## src/rtl/pktsw_pkg.sv

```systemverilog
`timescale 1ns/1ps
package pktsw_pkg;

  typedef enum logic {
    ARB_FIXED = 1'b0,
    ARB_FAIR  = 1'b1
  } arb_mode_e;

  // Index of the input that wins a conflict this cycle.
  function automatic logic favoured_input(input arb_mode_e mode, input logic rr_ptr);
    return (mode == ARB_FAIR) ? rr_ptr : 1'b0;
  endfunction

endpackage

```

## src/rtl/sw_arbiter.sv

```systemverilog
`timescale 1ns/1ps
module sw_arbiter
  import pktsw_pkg::*;
(
  input  logic      clk,
  input  logic      rst_n,
  input  arb_mode_e mode,
  input  logic [1:0] req,
  input  logic [1:0] dest,
  input  logic [1:0] flag,
  output logic [1:0] grant,
  output logic       conflict
);

  logic rr_ptr;
  logic fav;

  // Both inputs ready to move, but they share an output or both need the counter.
  assign conflict = (&req) && ((dest[0] == dest[1]) || (&flag));
  assign fav      = favoured_input(mode, rr_ptr);

  for (genvar i = 0; i < 2; i++) begin : g_grant
    assign grant[i] = req[i] & (~conflict | (fav == 1'(i)));
  end

  always_ff @(posedge clk or negedge rst_n) begin
    if (!rst_n)                               rr_ptr <= 1'b0;
    else if (mode == ARB_FAIR && conflict)    rr_ptr <= ~rr_ptr;
  end

  AST_GRANT_NEEDS_REQ: assert property (@(posedge clk) disable iff (!rst_n)
    (grant & ~req) == 2'b00);
  AST_ONE_PER_OUTPUT: assert property (@(posedge clk) disable iff (!rst_n)
    (&req && dest[0] == dest[1]) |-> $countones(grant) == 1);
  AST_ONE_COUNTER_USER: assert property (@(posedge clk) disable iff (!rst_n)
    (&req && &flag) |-> $countones(grant) == 1);
  AST_DISJOINT_BOTH: assert property (@(posedge clk) disable iff (!rst_n)
    (&req && dest[0] != dest[1] && !(&flag)) |-> grant == 2'b11);
  AST_FIXED_ZERO_WINS: assert property (@(posedge clk) disable iff (!rst_n)
    (mode == ARB_FIXED && &req && (dest[0] == dest[1] || &flag)) |-> grant == 2'b01);
  AST_FAIR_TOGGLES: assert property (@(posedge clk) disable iff (!rst_n)
    (mode == ARB_FAIR && conflict) |=> rr_ptr != $past(rr_ptr));

endmodule

```

## src/rtl/sw_stat_counter.sv

```systemverilog
`timescale 1ns/1ps
module sw_stat_counter #(
  parameter int CNT_W = 16
) (
  input  logic             clk,
  input  logic             rst_n,
  input  logic             clr,
  input  logic             inc,
  output logic [CNT_W-1:0] count
);

  localparam logic [CNT_W-1:0] CNT_MAX = {CNT_W{1'b1}};

  function automatic logic [CNT_W-1:0] sat_step(input logic [CNT_W-1:0] v);
    return (v == CNT_MAX) ? v : v + 1'b1;
  endfunction

  always_ff @(posedge clk or negedge rst_n) begin
    if (!rst_n)   count <= '0;
    else if (clr) count <= '0;
    else if (inc) count <= sat_step(count);
  end

  AST_CLEAR_WINS: assert property (@(posedge clk) disable iff (!rst_n)
    clr |=> count == '0);
  AST_NO_WRAP: assert property (@(posedge clk) disable iff (!rst_n)
    (count == CNT_MAX && !clr) |=> count == CNT_MAX);
  AST_STEP_BY_ONE: assert property (@(posedge clk) disable iff (!rst_n)
    (inc && !clr && count != CNT_MAX) |=> count == $past(count) + 1'b1);
  AST_IDLE_HOLDS: assert property (@(posedge clk) disable iff (!rst_n)
    (!inc && !clr) |=> $stable(count));

endmodule

```

## src/rtl/pkt_switch2x2.sv

```systemverilog
`timescale 1ns/1ps
module pkt_switch2x2
  import pktsw_pkg::*;
#(
  parameter int PAYLOAD_W = 8,
  parameter int CNT_W     = 16
) (
  input  logic                 clk,
  input  logic                 rst_n,
  input  logic                 arb_mode,
  input  logic                 cnt_clear,
  input  logic                 in0_valid,
  input  logic [PAYLOAD_W+1:0] in0_data,
  output logic                 in0_ready,
  input  logic                 in1_valid,
  input  logic [PAYLOAD_W+1:0] in1_data,
  output logic                 in1_ready,
  output logic                 out0_valid,
  output logic [PAYLOAD_W+1:0] out0_data,
  input  logic                 out0_ready,
  output logic                 out1_valid,
  output logic [PAYLOAD_W+1:0] out1_data,
  input  logic                 out1_ready,
  output logic [CNT_W-1:0]     pkt_count
);

  localparam int DATA_W   = PAYLOAD_W + 2;
  localparam int DEST_BIT = DATA_W - 1;
  localparam int FLAG_BIT = DATA_W - 2;

  logic [DATA_W-1:0] head     [2];
  logic [DATA_W-1:0] out_dat  [2];
  logic [1:0]        in_vld, out_rdy, out_vld;
  logic [1:0]        pkt_dest, pkt_flag, req, grant;
  logic              conflict;
  logic              cnt_inc;

  assign head[0] = in0_data;
  assign head[1] = in1_data;
  assign in_vld  = {in1_valid, in0_valid};
  assign out_rdy = {out1_ready, out0_ready};

  for (genvar i = 0; i < 2; i++) begin : g_input
    assign pkt_dest[i] = head[i][DEST_BIT];
    assign pkt_flag[i] = head[i][FLAG_BIT];
    assign req[i]      = in_vld[i] & out_rdy[pkt_dest[i]];
  end

  sw_arbiter u_arb (
    .clk      (clk),
    .rst_n    (rst_n),
    .mode     (arb_mode_e'(arb_mode)),
    .req      (req),
    .dest     (pkt_dest),
    .flag     (pkt_flag),
    .grant    (grant),
    .conflict (conflict)
  );

  for (genvar o = 0; o < 2; o++) begin : g_output
    logic [1:0] hit;
    assign hit[0]     = grant[0] & (pkt_dest[0] == 1'(o));
    assign hit[1]     = grant[1] & (pkt_dest[1] == 1'(o));
    assign out_vld[o] = |hit;
    assign out_dat[o] = hit[1] ? head[1] : (hit[0] ? head[0] : '0);
  end

  assign in0_ready  = grant[0];
  assign in1_ready  = grant[1];
  assign out0_valid = out_vld[0];
  assign out1_valid = out_vld[1];
  assign out0_data  = out_dat[0];
  assign out1_data  = out_dat[1];
  assign cnt_inc    = |(grant & pkt_flag);

  sw_stat_counter #(.CNT_W(CNT_W)) u_cnt (
    .clk   (clk),
    .rst_n (rst_n),
    .clr   (cnt_clear),
    .inc   (cnt_inc),
    .count (pkt_count)
  );

  AST_OUT_HAS_SPACE: assert property (@(posedge clk) disable iff (!rst_n)
    (out_vld & ~out_rdy) == 2'b00);
  AST_POP0_IS_PUSH: assert property (@(posedge clk) disable iff (!rst_n)
    in0_ready |-> (in0_data[DEST_BIT] ? (out1_valid && out1_data == in0_data)
                                      : (out0_valid && out0_data == in0_data)));
  AST_POP1_IS_PUSH: assert property (@(posedge clk) disable iff (!rst_n)
    in1_ready |-> (in1_data[DEST_BIT] ? (out1_valid && out1_data == in1_data)
                                      : (out0_valid && out0_data == in1_data)));
  AST_PUSH_HAS_SOURCE: assert property (@(posedge clk) disable iff (!rst_n)
    $countones({out0_valid, out1_valid}) == $countones({in0_ready, in1_ready}));

endmodule

```

## config.mk

```make
export PLATFORM = sky130hd
export DESIGN_NAME = pkt_switch2x2
export DESIGN_NICKNAME = d
export VERILOG_FILES = /design/src/rtl/pktsw_pkg.sv /design/src/rtl/sw_arbiter.sv /design/src/rtl/sw_stat_counter.sv /design/src/rtl/pkt_switch2x2.sv
export SDC_FILE = /design/constraint.sdc
export NUM_CORES = 1
export LEC_CHECK = 0
export BUFFER_PORTS_ARGS = -buffer_cell sky130_fd_sc_hd__buf_2
export CAP_MARGIN = 40
export CELL_PAD_IN_SITES_DETAIL_PLACEMENT = 0
export CELL_PAD_IN_SITES_GLOBAL_PLACEMENT = 2
export CORE_ASPECT_RATIO = 1.1
export CORE_MARGIN = 10
export CORE_UTILIZATION = 27
export DETAILED_ROUTE_END_ITERATION = 8
export PLACE_DENSITY_LB_ADDON = 0.1
export SYNTH_ARGS = -nofsm -noshare
export SYNTH_HDL_FRONTEND = slang
export SYNTH_HIERARCHICAL = 1
export SYNTH_SLANG_ARGS = --single-unit
```

## constraint.sdc

```tcl
create_clock -name clk -period 3.4 [get_ports clk]
set_input_delay 0.34 -clock clk [delete_from_list [all_inputs] [get_ports clk]]
set_output_delay 0.34 -clock clk [all_outputs]
set_load 0.01 [all_outputs]
```

==> flow_summary.ini, run 1 <==
[power_and_ir_drop]
p_int_mw = 0.3429
pwr-share-comb_pct = 24.7
powerDensity_mw_per_mm2 = 264.2
vdd_drop_max_mv = 0.1419
p_total_mw = 0.4909
power_frac_clock_pct = 30.4
p_sw_mw = 0.1481
leakagePower_nw = 0.9303
swShare_pct = 30.17
pwr-share-seq_pct = 44.9

[clocking]
numCtsBuffers = 3
postCtsSetupBuffers = 0
clock_path_buffers = 2
cts-resized-gates = 0
clkSlewWorstSetupHoldPaths_ns = 0.07
postCtsHoldBufs = 0
h-tree-depth = 1
insertion_delay_ns = 0.25
cts_tree = done
clock_sinks = 17
root_buffer = clkbuf_8

[placed_design]
hpwl_um = 3950
routabilityCongestion = 0.7782
portBuffers = 66

[routing]
vias = 1581
initialDrtViolationCount = 40
drt-wirelength-per-cell_um = 16.15
firstDrtPassIters = 4
viasPerCell = 5.150
post-route-drc-count = 0
ant_nets = 0
drt-total-wl_um = 4957

[sta]
tightestPinTransition_ns = 0.5166
max_freq_ghz = 0.3832
post-route-period-util_pct = 76.75
hold_viol = 0
rsz0062_at_grt = false
fin_crit_ns = 2.610
slew-limit-headroom_pct = 65.30
fin_worst_skew_ns = 0.006633
setup_violations = 0
final_max_slew_viol_count = 0
tns_ns = 0

[setup_path]
cp_num_buf_inv = 4
critPathKind = input pin to output port
path_delay_family = buffers and inverters
cp_data_required_time_ns = 3.06
worst_r2r_path_depth = 7
cp_common_cell = buf_2
crit_start = in1_data[9]
crit_path_start_kind = input pin
crit_slowest_cell = and2_1
cp-end-kind = output port
reg2reg_from = u_arb/rr_ptr$_DFFE_PN0P_
r2r_setup_slack_ns = 1.18
r2r_end = u_cnt/count[15]$_DFFE_PN0P_
crit_path_max_fanout = 22
crit_path_end = out1_data[5]
crit_cells = 9
arrival_ns = 2.27
crit_chain = buf_2, mux2i_1, nor2b_1, inv_1, a31oi_1, buf_4, and2_1, o21ai_1, buf_2
cp_slowest_stage_delay_ns = 0.40

[yosys]
syn_area_mm2 = 0.001461
synth_warnings = 6
synth_area_per_cell_um2 = 8.497
syn-instance-count = 172
synth_fp_nets = 201

[global_routing]
grt_pass1_wl_um = 8383
grt_overflow = 0
first_global_vias = 1700
grt_max_degree = 23
grt.total_usage_pct = 11.13
antenna_found_initial = 0

[floorplan]
dieArea_mm2 = 0.008758
num_rows = 28
die-height_um = 97.16
io_pins = 68
core_area_mm2 = 0.005325
die_x_um = 90.15
initial_core_util_pct = 27.44

[status]
status = complete, no violations

[final_layout]
nFillCells = 584
nets = 262
antennaDiodeCount = 0
drive_gt1_share_pct = 33.19
areaGrowthSynthToFinish_pct = 27.14
multi_input_comb_area_um2 = 925.9
seq_area_um2 = 425.4

[hold_path]
hold_class = input pin to async pin

[run]
maxCapViolations = 0
==> flip-flops by register name, indices dropped and copies added (netlist names) <==
name,flops
u_cnt/count,16
u_arb/rr_ptr,1
==> worst min-delay path by stage <==
stage           from                          end  cells after the start
3_3_place_gp   rst_n   u_cnt/count[2]$_DFFE_PN0P_                      1
4_1_cts        rst_n  u_cnt/count[13]$_DFFE_PN0P_                      1
3_5_place_dp   rst_n   u_cnt/count[0]$_DFFE_PN0P_                      1
6_report       rst_n  u_cnt/count[13]$_DFFE_PN0P_                      1
5_1_grt        rst_n  u_cnt/count[13]$_DFFE_PN0P_                      1
2_1_floorplan  rst_n     u_arb/rr_ptr$_DFFE_PN0P_                      0
==> power by group through the flow <==
stage | combinational [mW] | clock [mW] | sequential [mW]
floorplan | 0.0728 | 0 | 0.222
global placement | 0.120 | 0 | 0.224
detailed placement | 0.123 | 0 | 0.224
CTS | 0.123 | 0.153 | 0.221
global route | 0.134 | 0.165 | 0.222
finish | 0.121 | 0.149 | 0.220
==> layer usage <==
| layer | up-vias | share of wire (%) | global-route usage, % | wire length, µm |
|---|---|---|---|---|
| met5 | - | 0 | 0 | 0 |
| met4 | 0 | 0.85 | 2.574 | 42 |
| met3 | 2 | 8.3 | 4.096 | 412 |
| met2 | 56 | 49 | 20.19 | 2443 |
| met1 | 749 | 42 | 11.92 | 2058 |
| li1 | 774 | - | - | - |
==> area by class of cell <==
cell class	count	share of cell area, %
Inverter	6	1.212
Multi-Input combinational cell	137	49.83
Timing Repair Buffer	68	18.59
Clock buffer	4	2.424
Tap cell	75	5.051
Sequential cell	17	22.90
==> through the flow <==
step | instances | area (µm²) | utilization [%] | setup slack (ns) | hold slack, ns
floorplan | 172 | 1461 | - | 0.4499 | 0.04441
global placement | 303 | 1813 | 34.05 | 0.6831 | 0.2913
detailed placement | 303 | 1813 | 34.05 | 0.5726 | 0.2968
global route | 307 | 1858 | 34.89 | 0.5732 | 0.03889
finish | 307 | 1858 | 34.89 | 0.7904 | 0.01426
CTS | 307 | 1858 | 34.89 | 0.7814 | 0.03001
==> cell usage in the layout (no fill, tap or decap), types with 5 or more instances in the layout <==
master and instances:
a21oi_1 11, a31o_1 9, and3b_1 9, buf_2 66, dfrtp_1 17, inv_1 6, nand2_1 11, nand3_1 22
nand4_1 5, o21ai_0 5, o21ai_1 9, o31ai_1 5, or4_1 6
No activity file was read; power rests on OpenSTA's default activity.
==> run 2, diff against run 1 <==
CORE_UTILIZATION = 23   (was 27)
clock period = 2.4 ns   (was 3.4 ns; I/O delays follow)
==> run 2 against run 1 <==
Die area is 14% higher. Sequential cell count stayed put. Core utilization is 3.6 points lower. Clock power is 44% higher. Hold slack better by 0.37 ns. Critical path depth is 1 lower. Non-clock buffer count is 5 higher. Via count is 2.4% higher.
==> flow_summary.ini, run 2 (synthesized netlist as in run 1, its figures left out) <==
[status]
status = complete, no violations

[sta]
hold_viol = 0
fin_ws_ns = 0.1747
tns_ns = 0
setup_violations = 0
holdWs_ns = 0.3865
rsz0062_at_grt = false
final_max_slew_viol_count = 0
fin_crit_ns = 2.225
fin_worst_skew_ns = 0.001111
post-route-period-util_pct = 92.72
max_freq_ghz = 0.4494

[setup_path]
critPathKind = input pin to output port
cp-end-kind = output port
crit_path_start_kind = input pin
cp_data_required_time_ns = 2.16
crit_path_max_fanout = 14
arrival_ns = 1.99

[run]
maxCapViolations = 0

[clocking]
clock_path_buffers = 2
h-tree-depth = 1
postCtsHoldBufs = 1
clkSlewWorstSetupHoldPaths_ns = 0.07
numCtsBuffers = 3
clock_sinks = 17
cts_tree = done
cts-resized-gates = 0
insertion_delay_ns = 0.25
root_buffer = clkbuf_8
postCtsSetupBuffers = 0

[global_routing]
grt.busiest_layer = met2
met1_usage_pct = 10.99
first_global_vias = 1622
use_met2_pct = 16.49
antenna_found_initial = 0
grt_pass1_wl_um = 8024
grtUsageMet3_pct = 2.527
grt_max_degree = 22
grt.total_usage_pct = 9.650
grt_overflow = 0

[power_and_ir_drop]
leakagePower_nw = 0.9607
vdd_drop_max_mv = 0.1964
p_total_mw = 0.7117
powerDensity_mw_per_mm2 = 369.1

[routing]
vias = 1619
drt-wirelength-per-cell_um = 16.20
firstDrtPassIters = 4
ant_nets = 0
initialDrtViolationCount = 43
drt-total-wl_um = 5135
viasPerCell = 5.107
post-route-drc-count = 0

[hold_path]
hold_class = input pin to flop

[placed_design]
portBuffers = 66
routabilityCongestion = 0.8110
post-place-cells = 312
dp_worst_setup_slack_ns = 0.04554
placed_area_mm2 = 0.001873
hpwl_um = 4111

[floorplan]
num_rows = 30
die_x_um = 96
initial_core_util_pct = 23.74
io_pins = 68
die-height_um = 103.6
dieArea_mm2 = 0.009946
core_area_mm2 = 0.006156

[final_layout]
areaGrowthSynthToFinish_pct = 31.93
final_cell_area_mm2 = 0.001928
nFillCells = 681
fin_cells = 317
biggestRegsByFlops = u_cnt/count x16, u_arb/rr_ptr x1
largest_register_ffs = 16
final_common_cell = buf_2
final_cell_mix = 66 x buf_2, 22 x nand3_1, 17 x dfrtp_1
antennaDiodeCount = 0
drive_gt1_share_pct = 35.02
nets = 267
registers.top_by_ff_count = u_cnt/count
final_core_util_pct = 31.32
[run 2: cell types whose count changed in the layout (fill, tap and decap cells not counted)]
cell | before | now
a31oi_1 | 1 | 0
buf_4 | 2 | 6
dlygate4sd3_1 | 0 | 1
a22o_1 | 1 | 0
a22o_4 | 0 | 1
a31oi_4 | 0 | 1
[run 2: worst paths after layout]
check	startpoint	end	slack [ns]	cells after the start
setup / recovery	in1_data[9]	out0_data[6]	0.17	8
hold / removal	cnt_clear	u_cnt/count[5]$_DFFE_PN0P_	0.39	2
setup reg to reg	u_arb/rr_ptr$_DFFE_PN0P_	u_cnt/count[15]$_DFFE_PN0P_	0.32	7
hold reg to reg	u_arb/rr_ptr$_DFFE_PN0P_	u_arb/rr_ptr$_DFFE_PN0P_	0.54	1
max in group asynchronous	rst_n	u_cnt/count[5]$_DFFE_PN0P_	1.66	2
min in group asynchronous	rst_n	u_cnt/count[12]$_DFFE_PN0P_	0.45	2
[run 2: final cells by class]
class | count | area (µm²) | share of cell area [%]
timing repair buffer | 73 | 385.4 | 19.99
tap | 80 | 100.1 | 5.191
multi-input combinational | 137 | 949.7 | 49.25
clock buffer | 4 | 45.04 | 2.336
sequential | 17 | 425.4 | 22.06
inverter | 6 | 22.52 | 1.168
[run 2: worst max-delay path: stages]
cell and delay (ns):
buf_2 0.15, xor2_1 0.20, nand2_1 0.14, a41oi_2 0.27, buf_4 0.24, nor2b_2 0.40, a31o_1 0.21, buf_2 0.13
[run 2: power by group]
group | total, mW | internal, mW | leakage, nW | switching, mW
Clock | 0.214 | 0.118 | 0.0228 | 0.0959
Sequential | 0.312 | 0.297 | 0.235 | 0.0149
Combinational | 0.186 | 0.0784 | 0.703 | 0.107
Total | 0.712 | 0.493 | 0.961 | 0.218
[run 2: metal layers]
metal | part of all wire (%) | vias to the layer above
met1 | 40 | 756
met2 | 49 | 73
li1 | - | 786
met4 | 0.58 | 0
met5 | 0 | -
met3 | 9.5 | 4
